## src/rtl/audio_irq_pkg.sv

```systemverilog
package audio_irq_pkg;
  localparam int CODEC_CNT  = 15;
  localparam int STS_W      = 32;
  localparam int CTRL_BIT   = 30;
  localparam int GLOBAL_BIT = 31;

  // strobes from control to datapath
  typedef struct packed {
    logic [CODEC_CNT-1:0] setMask;
    logic [CODEC_CNT-1:0] clrMask;
    logic                 globalEn;
  } irqStrobes_t;
endpackage

```

## src/rtl/audio_irq_ctrl.sv

```systemverilog
module audio_irq_ctrl
  import audio_irq_pkg::*;
(
  input  logic [CODEC_CNT-1:0] codecWake,
  input  logic                 stsWrEn,
  input  logic [CODEC_CNT-1:0] stsWrData,
  input  logic                 globalEnIn,
  output irqStrobes_t          strb
);
  always_comb begin
    strb.setMask  = codecWake;
    // a wake in the same cycle wins over a clear of that bit
    strb.clrMask  = stsWrEn ? (stsWrData & ~codecWake) : '0;
    strb.globalEn = globalEnIn;
  end
endmodule

```

## src/rtl/audio_irq_datapath.sv

```systemverilog
module audio_irq_datapath
  import audio_irq_pkg::*;
#(
  parameter int NUM_STREAMS = 8
) (
  input  logic                   clk,
  input  logic                   rstN,
  input  irqStrobes_t            strb,
  input  logic [NUM_STREAMS-1:0] streamDone,
  input  logic                   respIntFlag,
  input  logic                   respOverrun,
  input  logic [CODEC_CNT-1:0]   wakeEnable,
  input  logic [STS_W-2:0]       sourceEn,
  output logic [CODEC_CNT-1:0]   stateChg,
  output logic [STS_W-1:0]       intSts,
  output logic                   irq
);
  localparam int LOW_W = STS_W - 1;

  logic [LOW_W-1:0] stsLow;
  logic             ctrlHit;

  always_ff @(posedge clk or negedge rstN) begin
    if (!rstN) stateChg <= '0;
    else       stateChg <= (stateChg & ~strb.clrMask) | strb.setMask;
  end

  assign ctrlHit = respIntFlag | respOverrun | (|(stateChg & wakeEnable));

  genvar g;
  generate
    for (g = 0; g < CTRL_BIT; g++) begin : g_bit
      if (g < NUM_STREAMS) begin : g_stream
        assign stsLow[g] = streamDone[g];
      end else begin : g_unused
        assign stsLow[g] = 1'b0;
      end
    end
  endgenerate
  assign stsLow[CTRL_BIT] = ctrlHit;

  assign intSts = {|stsLow, stsLow};

  always_ff @(posedge clk or negedge rstN) begin
    if (!rstN) irq <= 1'b0;
    else       irq <= strb.globalEn & (|(stsLow & sourceEn));
  end

  AST_WAKE_SETS: assert property (@(posedge clk) disable iff (!rstN)
    (|strb.setMask) |=> ((stateChg & $past(strb.setMask)) == $past(strb.setMask)));
  AST_CLEAR_WORKS: assert property (@(posedge clk) disable iff (!rstN)
    (|strb.clrMask) |=> ((stateChg & $past(strb.clrMask)) == '0));
  AST_UNTOUCHED_KEEP: assert property (@(posedge clk) disable iff (!rstN)
    1'b1 |=> (((stateChg ^ $past(stateChg)) & ~$past(strb.setMask) & ~$past(strb.clrMask)) == '0));
  AST_IRQ_NEEDS_GIE: assert property (@(posedge clk) disable iff (!rstN)
    $rose(irq) |-> $past(strb.globalEn));
  AST_IRQ_NEEDS_SRC: assert property (@(posedge clk) disable iff (!rstN)
    $rose(irq) |-> ($past(intSts[LOW_W-1:0] & sourceEn) != '0));
endmodule

```

## src/rtl/audio_irq_agg.sv

```systemverilog
module audio_irq_agg
  import audio_irq_pkg::*;
#(
  parameter int NUM_STREAMS = 8
) (
  input  logic                   clk,
  input  logic                   rstN,
  input  logic [NUM_STREAMS-1:0] streamDone,
  input  logic                   respIntFlag,
  input  logic                   respOverrun,
  input  logic [CODEC_CNT-1:0]   codecWake,
  input  logic [CODEC_CNT-1:0]   wakeEnable,
  input  logic                   stsWrEn,
  input  logic [CODEC_CNT-1:0]   stsWrData,
  input  logic [STS_W-1:0]       intCtl,
  output logic [CODEC_CNT-1:0]   stateChg,
  output logic [STS_W-1:0]       intSts,
  output logic                   irq
);
  irqStrobes_t strb;

  audio_irq_ctrl u_ctrl (
    .codecWake  (codecWake),
    .stsWrEn    (stsWrEn),
    .stsWrData  (stsWrData),
    .globalEnIn (intCtl[GLOBAL_BIT]),
    .strb       (strb)
  );

  audio_irq_datapath #(.NUM_STREAMS(NUM_STREAMS)) u_dp (
    .clk         (clk),
    .rstN        (rstN),
    .strb        (strb),
    .streamDone  (streamDone),
    .respIntFlag (respIntFlag),
    .respOverrun (respOverrun),
    .wakeEnable  (wakeEnable),
    .sourceEn    (intCtl[STS_W-2:0]),
    .stateChg    (stateChg),
    .intSts      (intSts),
    .irq         (irq)
  );
endmodule

```

## config.mk

```make
export PLATFORM = sky130hd
export DESIGN_NAME = audio_irq_agg
export DESIGN_NICKNAME = d
export VERILOG_FILES = /design/src/rtl/audio_irq_pkg.sv /design/src/rtl/audio_irq_ctrl.sv /design/src/rtl/audio_irq_datapath.sv /design/src/rtl/audio_irq_agg.sv
export SDC_FILE = /design/constraint.sdc
export NUM_CORES = 1
export LEC_CHECK = 0
export BUFFER_PORTS_ARGS = -buffer_cell sky130_fd_sc_hd__buf_2
export CORE_MARGIN = 3
export CORE_UTILIZATION = 32
export DETAILED_ROUTE_END_ITERATION = 10
export PLACE_DENSITY = 0.85
export SYNTH_ARGS = -nofsm -noshare
export SYNTH_HDL_FRONTEND = slang
export SYNTH_SLANG_ARGS = --single-unit
```

## constraint.sdc

```tcl
create_clock -name clk -period 2.9 [get_ports clk]
set_input_delay 0.145 -clock clk [delete_from_list [all_inputs] [get_ports clk]]
set_output_delay 0.145 -clock clk [all_outputs]
set_load 0.01 [all_outputs]
```

==> results of run 1 <==
area by class of cell:
type | instances | share of cell area [%]
inverter | 1 | 0.275
timing repair buffer | 94 | 34.9
tap | 31 | 2.85
multi-input combinational | 74 | 29.9
sequential | 16 | 29.4
clock buffer | 4 | 2.66
worst min path at each step:
stage	start	endpoint	slack, ns	cells after the start
2_1_floorplan	rstN	u_dp.irq	-0.15	0
3_3_place_gp	rstN	u_dp.stateChg[3]	0.08	1
3_5_place_dp	rstN	u_dp.stateChg[3]	0.08	1
4_1_cts	codecWake[3]	u_dp.stateChg[3]	0.02	2
5_1_grt	codecWake[3]	u_dp.stateChg[3]	0.009	2
6_report	codecWake[5]	u_dp.stateChg[5]	0.03	2
metal layers:
layer	up-vias	routed length (um)	global-route usage (%)	part of all wire, %
met5	-	0	0	0
met4	0	19	2.79	0.77
met3	2	217	3.14	8.8
met2	50	1370	22.4	55
met1	440	872	14.3	35
li1	476	-	-	-
worst reg2reg max path: stages, from the launching register on:
cell	delay, ns
dfrtp_1	0.41
a22oi_1	0.19
nand4_1	0.15
nor3_2	0.28
o2bb2ai_1	0.09
registers in the layout (all words and copies together), names as in the netlist:
name and cells:
u_dp.stateChg 15, u_dp.irq 1
power breakdown:
group	total (mW)	switching (mW)	internal, mW
registers	0.249	0.0109	0.238
logic	0.130	0.0648	0.0653
clock network	0.146	0.0692	0.0764
cell usage after synthesis:
| master | n |
|---|---|
| nor4_1 | 2 |
| nand2_1 | 18 |
| a211oi_2 | 1 |
| a21o_1 | 15 |
| o2bb2ai_1 | 1 |
| conb_1 | 1 |
| a221oi_1 | 1 |
| nand4_1 | 1 |
| a22o_1 | 1 |
| nand3_1 | 2 |
| buf_2 | 1 |
| nor3_2 | 1 |
| a22oi_1 | 9 |
| dfrtp_1 | 16 |
| buf_4 | 31 |
| inv_1 | 1 |
logic make-up after synthesis:
family,count (synthesis),share of synthesized area (%)
DFF,16,41.2
AOI/OAI and AO/OA,28,22.6
other,1,0.386
and+or+nand+nor,24,11.0
buffers and inverters,33,24.9
per-stage QoR:
stage | power [mW] | area (um^2) | utilization [%] | instances
floorplan | 0.335 | 1050 | - | 123
global placement | 0.382 | 1320 | 46.5 | 215
detailed placement | 0.384 | 1320 | 46.5 | 215
CTS | 0.536 | 1360 | 48.2 | 220
global route | 0.563 | 1360 | 48.2 | 220
finish | 0.525 | 1360 | 48.2 | 220
cell usage in the layout, fill, tap and decap left out, types with 2 or more instances in the layout:
cell type / count
buf_2: 93
conb_1: 22
nand2_1: 18
dfrtp_1: 16
a21o_1: 15
a22oi_1: 9
clkbuf_4: 3
nor4_1: 2
nand3_1: 2
==> load_flow_metrics.sql, run 1 <==
INSERT INTO impl_metrics (metric_group, metric, value, unit) VALUES
('setup_path', 'cp_num_cells', '5', ''),
('synth', 'yosysSeqAreaShare', '41.2', '%'),
('route', 'route.vias.total', '968', ''),
('flow_run', 'maxCapViolations', '0', ''),
('sta', 'achievable-frequency', '588', 'MHz'),
('clock_tree', 'clkLatencyLatePin', '0.28', 'ns'),
('route', 'wl_per_cell', '11.3', 'um'),
('layout', 'drive_above_1_share', '52.4', '%'),
('setup_path', 'critPathRequiredTime', '2.76', 'ns'),
('synth', 'yosys_register_bits', '16', ''),
('setup_path', 'worstSetupPathType', 'reg2out', ''),
('clock_tree', 'numClockSinks', '16', ''),
('clock_tree', 'htree_levels', '1', ''),
('route', 'dr.first_iter.drc_count', '20', ''),
('route', 'routed_wl', '2480', 'um'),
('sta', 'finalSetupViolCount', '0', ''),
('setup_path', 'timing.critical_path.arrival', '1.56', 'ns'),
('placed_design', 'numPortBuffers', '93', ''),
('clock_tree', 'cts_tree', 'built', ''),
('synth', 'postSynthCellCount', '102', ''),
('setup_path', 'regToRegEndpoint', 'u_dp.irq', ''),
('pwr', 'total_power_per_unit_cell_area', '385', 'nW/um^2'),
('clock_tree', 'postCtsSetupBuffers', '0', ''),
('sta', 'final.period_utilization', '58.7', '%'),
('clock_tree', 'ctsResizeCount', '0', ''),
('global_route', 'antenna_found_initial', '0', ''),
('synth', 'synth_cell_types', '16', ''),
('route', 'vias_per_cell', '4.40', ''),
('clock_tree', 'cts.root.buffer_cell', 'clkbuf_4', ''),
('clock_tree', 'clk_transition_reported_paths', '0.09', 'ns'),
('hold_path', 'hp-class', 'in2reg', ''),
('setup_path', 'worst-r2r-cell-count', '4', ''),
('layout', 'area_growth', '40.3', '%'),
('sta', 'timing.clock.skew', '0.00194', 'ns'),
('setup_path', 'ff2ff_setup_slack', '1.67', 'ns'),
('run_status', 'run_status', 'complete, no violations', ''),
('setup_path', 'crit_path_end_kind', 'output port', ''),
('route', 'detailed_route_drc_error_count', '0', ''),
('route', 'drt.antenna.violating_nets', '0', ''),
('synth', 'synth_area', '971', 'um^2'),
('setup_path', 'reg2reg_from', 'u_dp.stateChg[10]', ''),
('setup_path', 'cp_max_fo', '3', ''),
('clock_tree', 'clockBufferDepth', '2', ''),
('placed_design', 'dp_hpwl', '2190', 'um'),
('setup_path', 'critical-path-slowest-cell', 'dfrtp_1', ''),
('global_route', 'grt_pass1_vias', '811', ''),
('sta', 'grt_setup_unrepaired', 'false', ''),
('floorplanning', 'floorplan.initialDensity', '34.3', '%'),
('floorplanning', 'die-width', '61.1', 'um'),
('sta', 'report.final.slew_viol_count', '0', ''),
('global_route', 'grt_start_max_net_pins', '17', ''),
('floorplanning', 'placement_row_count', '19', ''),
('global_route', 'global_route_wire_length_before_repair', '3460', 'um'),
('synth', 'synth_top_cells_by_area', 'dfrtp_1, buf_4, a21o_1', ''),
('global_route', 'grt_usage', '12.2', '%'),
('setup_path', 'worst_path_max_stage_delay', '0.41', 'ns'),
('synth', 'synth_warnings', '0', ''),
('layout', 'fin_nets', '280', ''),
('floorplanning', 'io_pins', '138', ''),
('global_route', 'grt_overflow_total', '0', ''),
('layout', 'antenna_cells', '0', ''),
('floorplanning', 'fp.dieH', '61.1', 'um'),
('pwr', 'ir_drop', '292', 'uV'),
('route', 'drt_pre_antenna_iters', '4', ''),
('clock_tree', 'cts_hold_buf', '1', ''),
('sta', 'hold_violations', '0', ''),
('sta', 'final.setup.tns', '0', 'ns'),
('layout', 'sequential_cell_area', '400', 'um^2'),
('floorplanning', 'die_area', '3730', 'um^2'),
('placed_design', 'gp_routability_congestion', '0.748', ''),
('synth', 'synth.avg_cell_area', '9.52', 'um^2');
Power figures use the tool's default switching activity.
==> run 2, diff against run 1 <==
CORE_UTILIZATION = 30   (was 32)
PLACE_DENSITY = 0.8   (was 0.85)
clock period = 1.77 ns   (was 2.9 ns; I/O delays follow)
==> run 2 against run 1 <==
  * Sequential power is 64% higher
  * Final cell count rose by 13%
  * Setup slack worse by 1.0 ns
  * Critical path type unchanged
  * Largest cell class unchanged
==> load_flow_metrics.sql, run 2 (synthesis results as in run 1) <==
INSERT INTO impl_metrics (metric_group, metric, value, unit) VALUES
('global_route', 'grt_start_max_net_pins', '17', ''),
('setup_path', 'cp_max_fo', '3', ''),
('sta', 'report.final.slew_viol_count', '0', ''),
('placed_design', 'dp_hpwl', '2420', 'um'),
('clock_tree', 'htree_levels', '1', ''),
('floorplanning', 'placement_row_count', '20', ''),
('sta', 'hold_violations', '0', ''),
('clock_tree', 'numCtsBuffers', '3', ''),
('pwr', 'total_power_per_unit_cell_area', '585', 'nW/um^2'),
('setup_path', 'crit_path_end_kind', 'output port', ''),
('setup_path', 'timing.critical_path.arrival', '1.50', 'ns'),
('sta', 'period_minus_slack', '1.59', 'ns'),
('layout', 'fin_nets', '295', ''),
('route', 'dr.first_iter.drc_count', '29', ''),
('layout', 'antenna_cells', '0', ''),
('placed_design', 'place_area', '1330', 'um^2'),
('pwr', 'pwr-share-comb', '27.1', '%'),
('route', 'detailed_route_drc_error_count', '0', ''),
('clock_tree', 'clkLatencyLatePin', '0.29', 'ns'),
('global_route', 'met3_usage', '2.88', '%'),
('pwr', 'ir_drop', '544', 'uV'),
('pwr', 'power.share.sequential', '45.7', '%'),
('global_route', 'grt_usage', '15.2', '%'),
('placed_design', 'dp_worst_setup_slack', '0.406', 'ns'),
('placed_design', 'gp_routability_congestion', '0.748', ''),
('global_route', 'grt_overflow_total', '0', ''),
('global_route', 'use_met1', '15.6', '%'),
('pwr', 'power_share_of_the_clock_group', '27.3', '%'),
('pwr', 'cellLeakagePower', '0.805', 'nW'),
('hold_path', 'hp-class', 'in2reg', ''),
('route', 'vias_per_cell', '4.15', ''),
('floorplanning', 'die_area', '3960', 'um^2'),
('sta', 'final.period_utilization', '89.6', '%'),
('route', 'wl_per_cell', '12.0', 'um'),
('sta', 'achievable-frequency', '631', 'MHz'),
('route', 'route.vias.total', '1030', ''),
('layout', 'largest_register_ff_count', '15', ''),
('run_status', 'run_status', 'complete, no violations', ''),
('layout', 'top_flop_regs', 'u_dp.stateChg x15, u_dp.irq x1', ''),
('clock_tree', 'clockBufferDepth', '2', ''),
('global_route', 'antenna_found_initial', '0', ''),
('floorplanning', 'die-width', '62.9', 'um'),
('pwr', 'post-layout-total-power', '895', 'uW'),
('placed_design', 'numPortBuffers', '93', ''),
('layout', 'num-fill-cells', '313', ''),
('global_route', 'globalRoute.busiestLayer', 'met2', ''),
('clock_tree', 'cts_tree', 'built', ''),
('sta', 'timing.clock.skew', '0.00422', 'ns'),
('route', 'drt_pre_antenna_iters', '4', ''),
('layout', 'layout_commonest_cell', 'buf_2', ''),
('setup_path', 'timing.critical_path.from_type', 'flip-flop', ''),
('global_route', 'global_route_wire_length_before_repair', '4860', 'um'),
('pwr', 'p_int', '644', 'uW'),
('clock_tree', 'clk_transition_reported_paths', '0.10', 'ns'),
('setup_path', 'critPathRequiredTime', '1.68', 'ns'),
('layout', 'area_growth', '57.5', '%'),
('clock_tree', 'numClockSinks', '16', ''),
('route', 'drt.antenna.violating_nets', '0', ''),
('setup_path', 'worstSetupPathType', 'reg2out', ''),
('floorplanning', 'fp.dieH', '62.9', 'um'),
('sta', 'fin_ws', '0.185', 'ns'),
('clock_tree', 'cts.root.buffer_cell', 'clkbuf_4', ''),
('global_route', 'grt.met2_usage', '30.0', '%'),
('layout', 'layout_common_cells', 'buf_2, conb_1, nand2_1', ''),
('floorplanning', 'floorplan.initialDensity', '31.5', '%'),
('layout', 'finish.instance_area', '1530', 'um^2'),
('layout', 'regMostFlops', 'u_dp.stateChg', ''),
('route', 'routed_wl', '2980', 'um'),
('clock_tree', 'postCtsSetupBuffers', '0', ''),
('layout', 'drive_above_1_share', '48.5', '%'),
('sta', 'grt_setup_unrepaired', 'false', ''),
('global_route', 'grt_pass1_vias', '1112', ''),
('sta', 'hold_ws', '0.0218', 'ns'),
('pwr', 'p_sw_share', '28.0', '%'),
('sta', 'final.setup.tns', '0', 'ns'),
('flow_run', 'maxCapViolations', '0', ''),
('floorplanning', 'area_of_the_core', '3080', 'um^2'),
('pwr', 'total_switching_power', '251', 'uW'),
('floorplanning', 'io_pins', '138', ''),
('sta', 'finalSetupViolCount', '0', '');
[run 2: changes by cell type in the layout (fill, tap and decap cells not counted), sizes merged]
cell | previous run | this run
dlygate4sd3 | 1 | 16
[run 2: per-layer routing]
layer / share of wire, % / wire [um]
met5: 0 / 0
met4: 0.60 / 18
met2: 60 / 1790
met3: 4.7 / 141
met1: 35 / 1040
[run 2: critical path, cell delays in order (launching register included)]
cell,delay [ns]
dfrtp_1,0.41
a22oi_1,0.20
nand4_1,0.15
nor3_2,0.20
nand3_1,0.09
buf_2,0.15
[run 2: final timing paths]
path / slack [ns] / end / cells past startpoint / start
setup / recovery: 0.18 / intSts[31] / 5 / u_dp.stateChg[12]
hold / removal: 0.02 / u_dp.irq / 2 / intCtl[31]
setup reg to reg: 0.61 / u_dp.irq / 4 / u_dp.stateChg[12]
hold reg to reg: 0.51 / u_dp.stateChg[7] / 1 / u_dp.stateChg[7]
max in group asynchronous: 1.26 / u_dp.stateChg[10] / 2 / rstN
min in group asynchronous: 0.25 / u_dp.stateChg[9] / 2 / rstN
[run 2: power groups by stage]
stage | clock (mW) | combinational (mW) | sequential (mW)
final | 0.244 | 0.242 | 0.409
after global routing | 0.275 | 0.271 | 0.414
after CTS | 0.257 | 0.244 | 0.409
after detailed placement | 0 | 0.216 | 0.416
after global placement | 0 | 0.211 | 0.415
after floorplan | 0 | 0.124 | 0.426
[run 2: repair_timing]
action	4_1_cts	5_1_grt
endpoints found under the hold margin	31	0
resized for setup	0	0
hold buffers	16	0
setup endpoints to repair	0	2
[run 2: cell type report]
cell class	instances	area, um^2	share of cell area (%)
clock buffers	4	36.3	2.37
inverters	1	3.75	0.245
multi-input cells	74	408	26.7
flip-flops and latches	16	400	26.2
well taps	44	55.1	3.60
repair buffers	109	626	40.9
[run 2: metrics by stage]
| stage | cells | utilization [%] |
|---|---|---|
| global placement | 228 | 43.3 |
| floorplan | 123 | - |
| CTS | 248 | 49.7 |
| global route | 248 | 49.7 |
| detailed placement | 228 | 43.3 |
| finish | 248 | 49.7 |
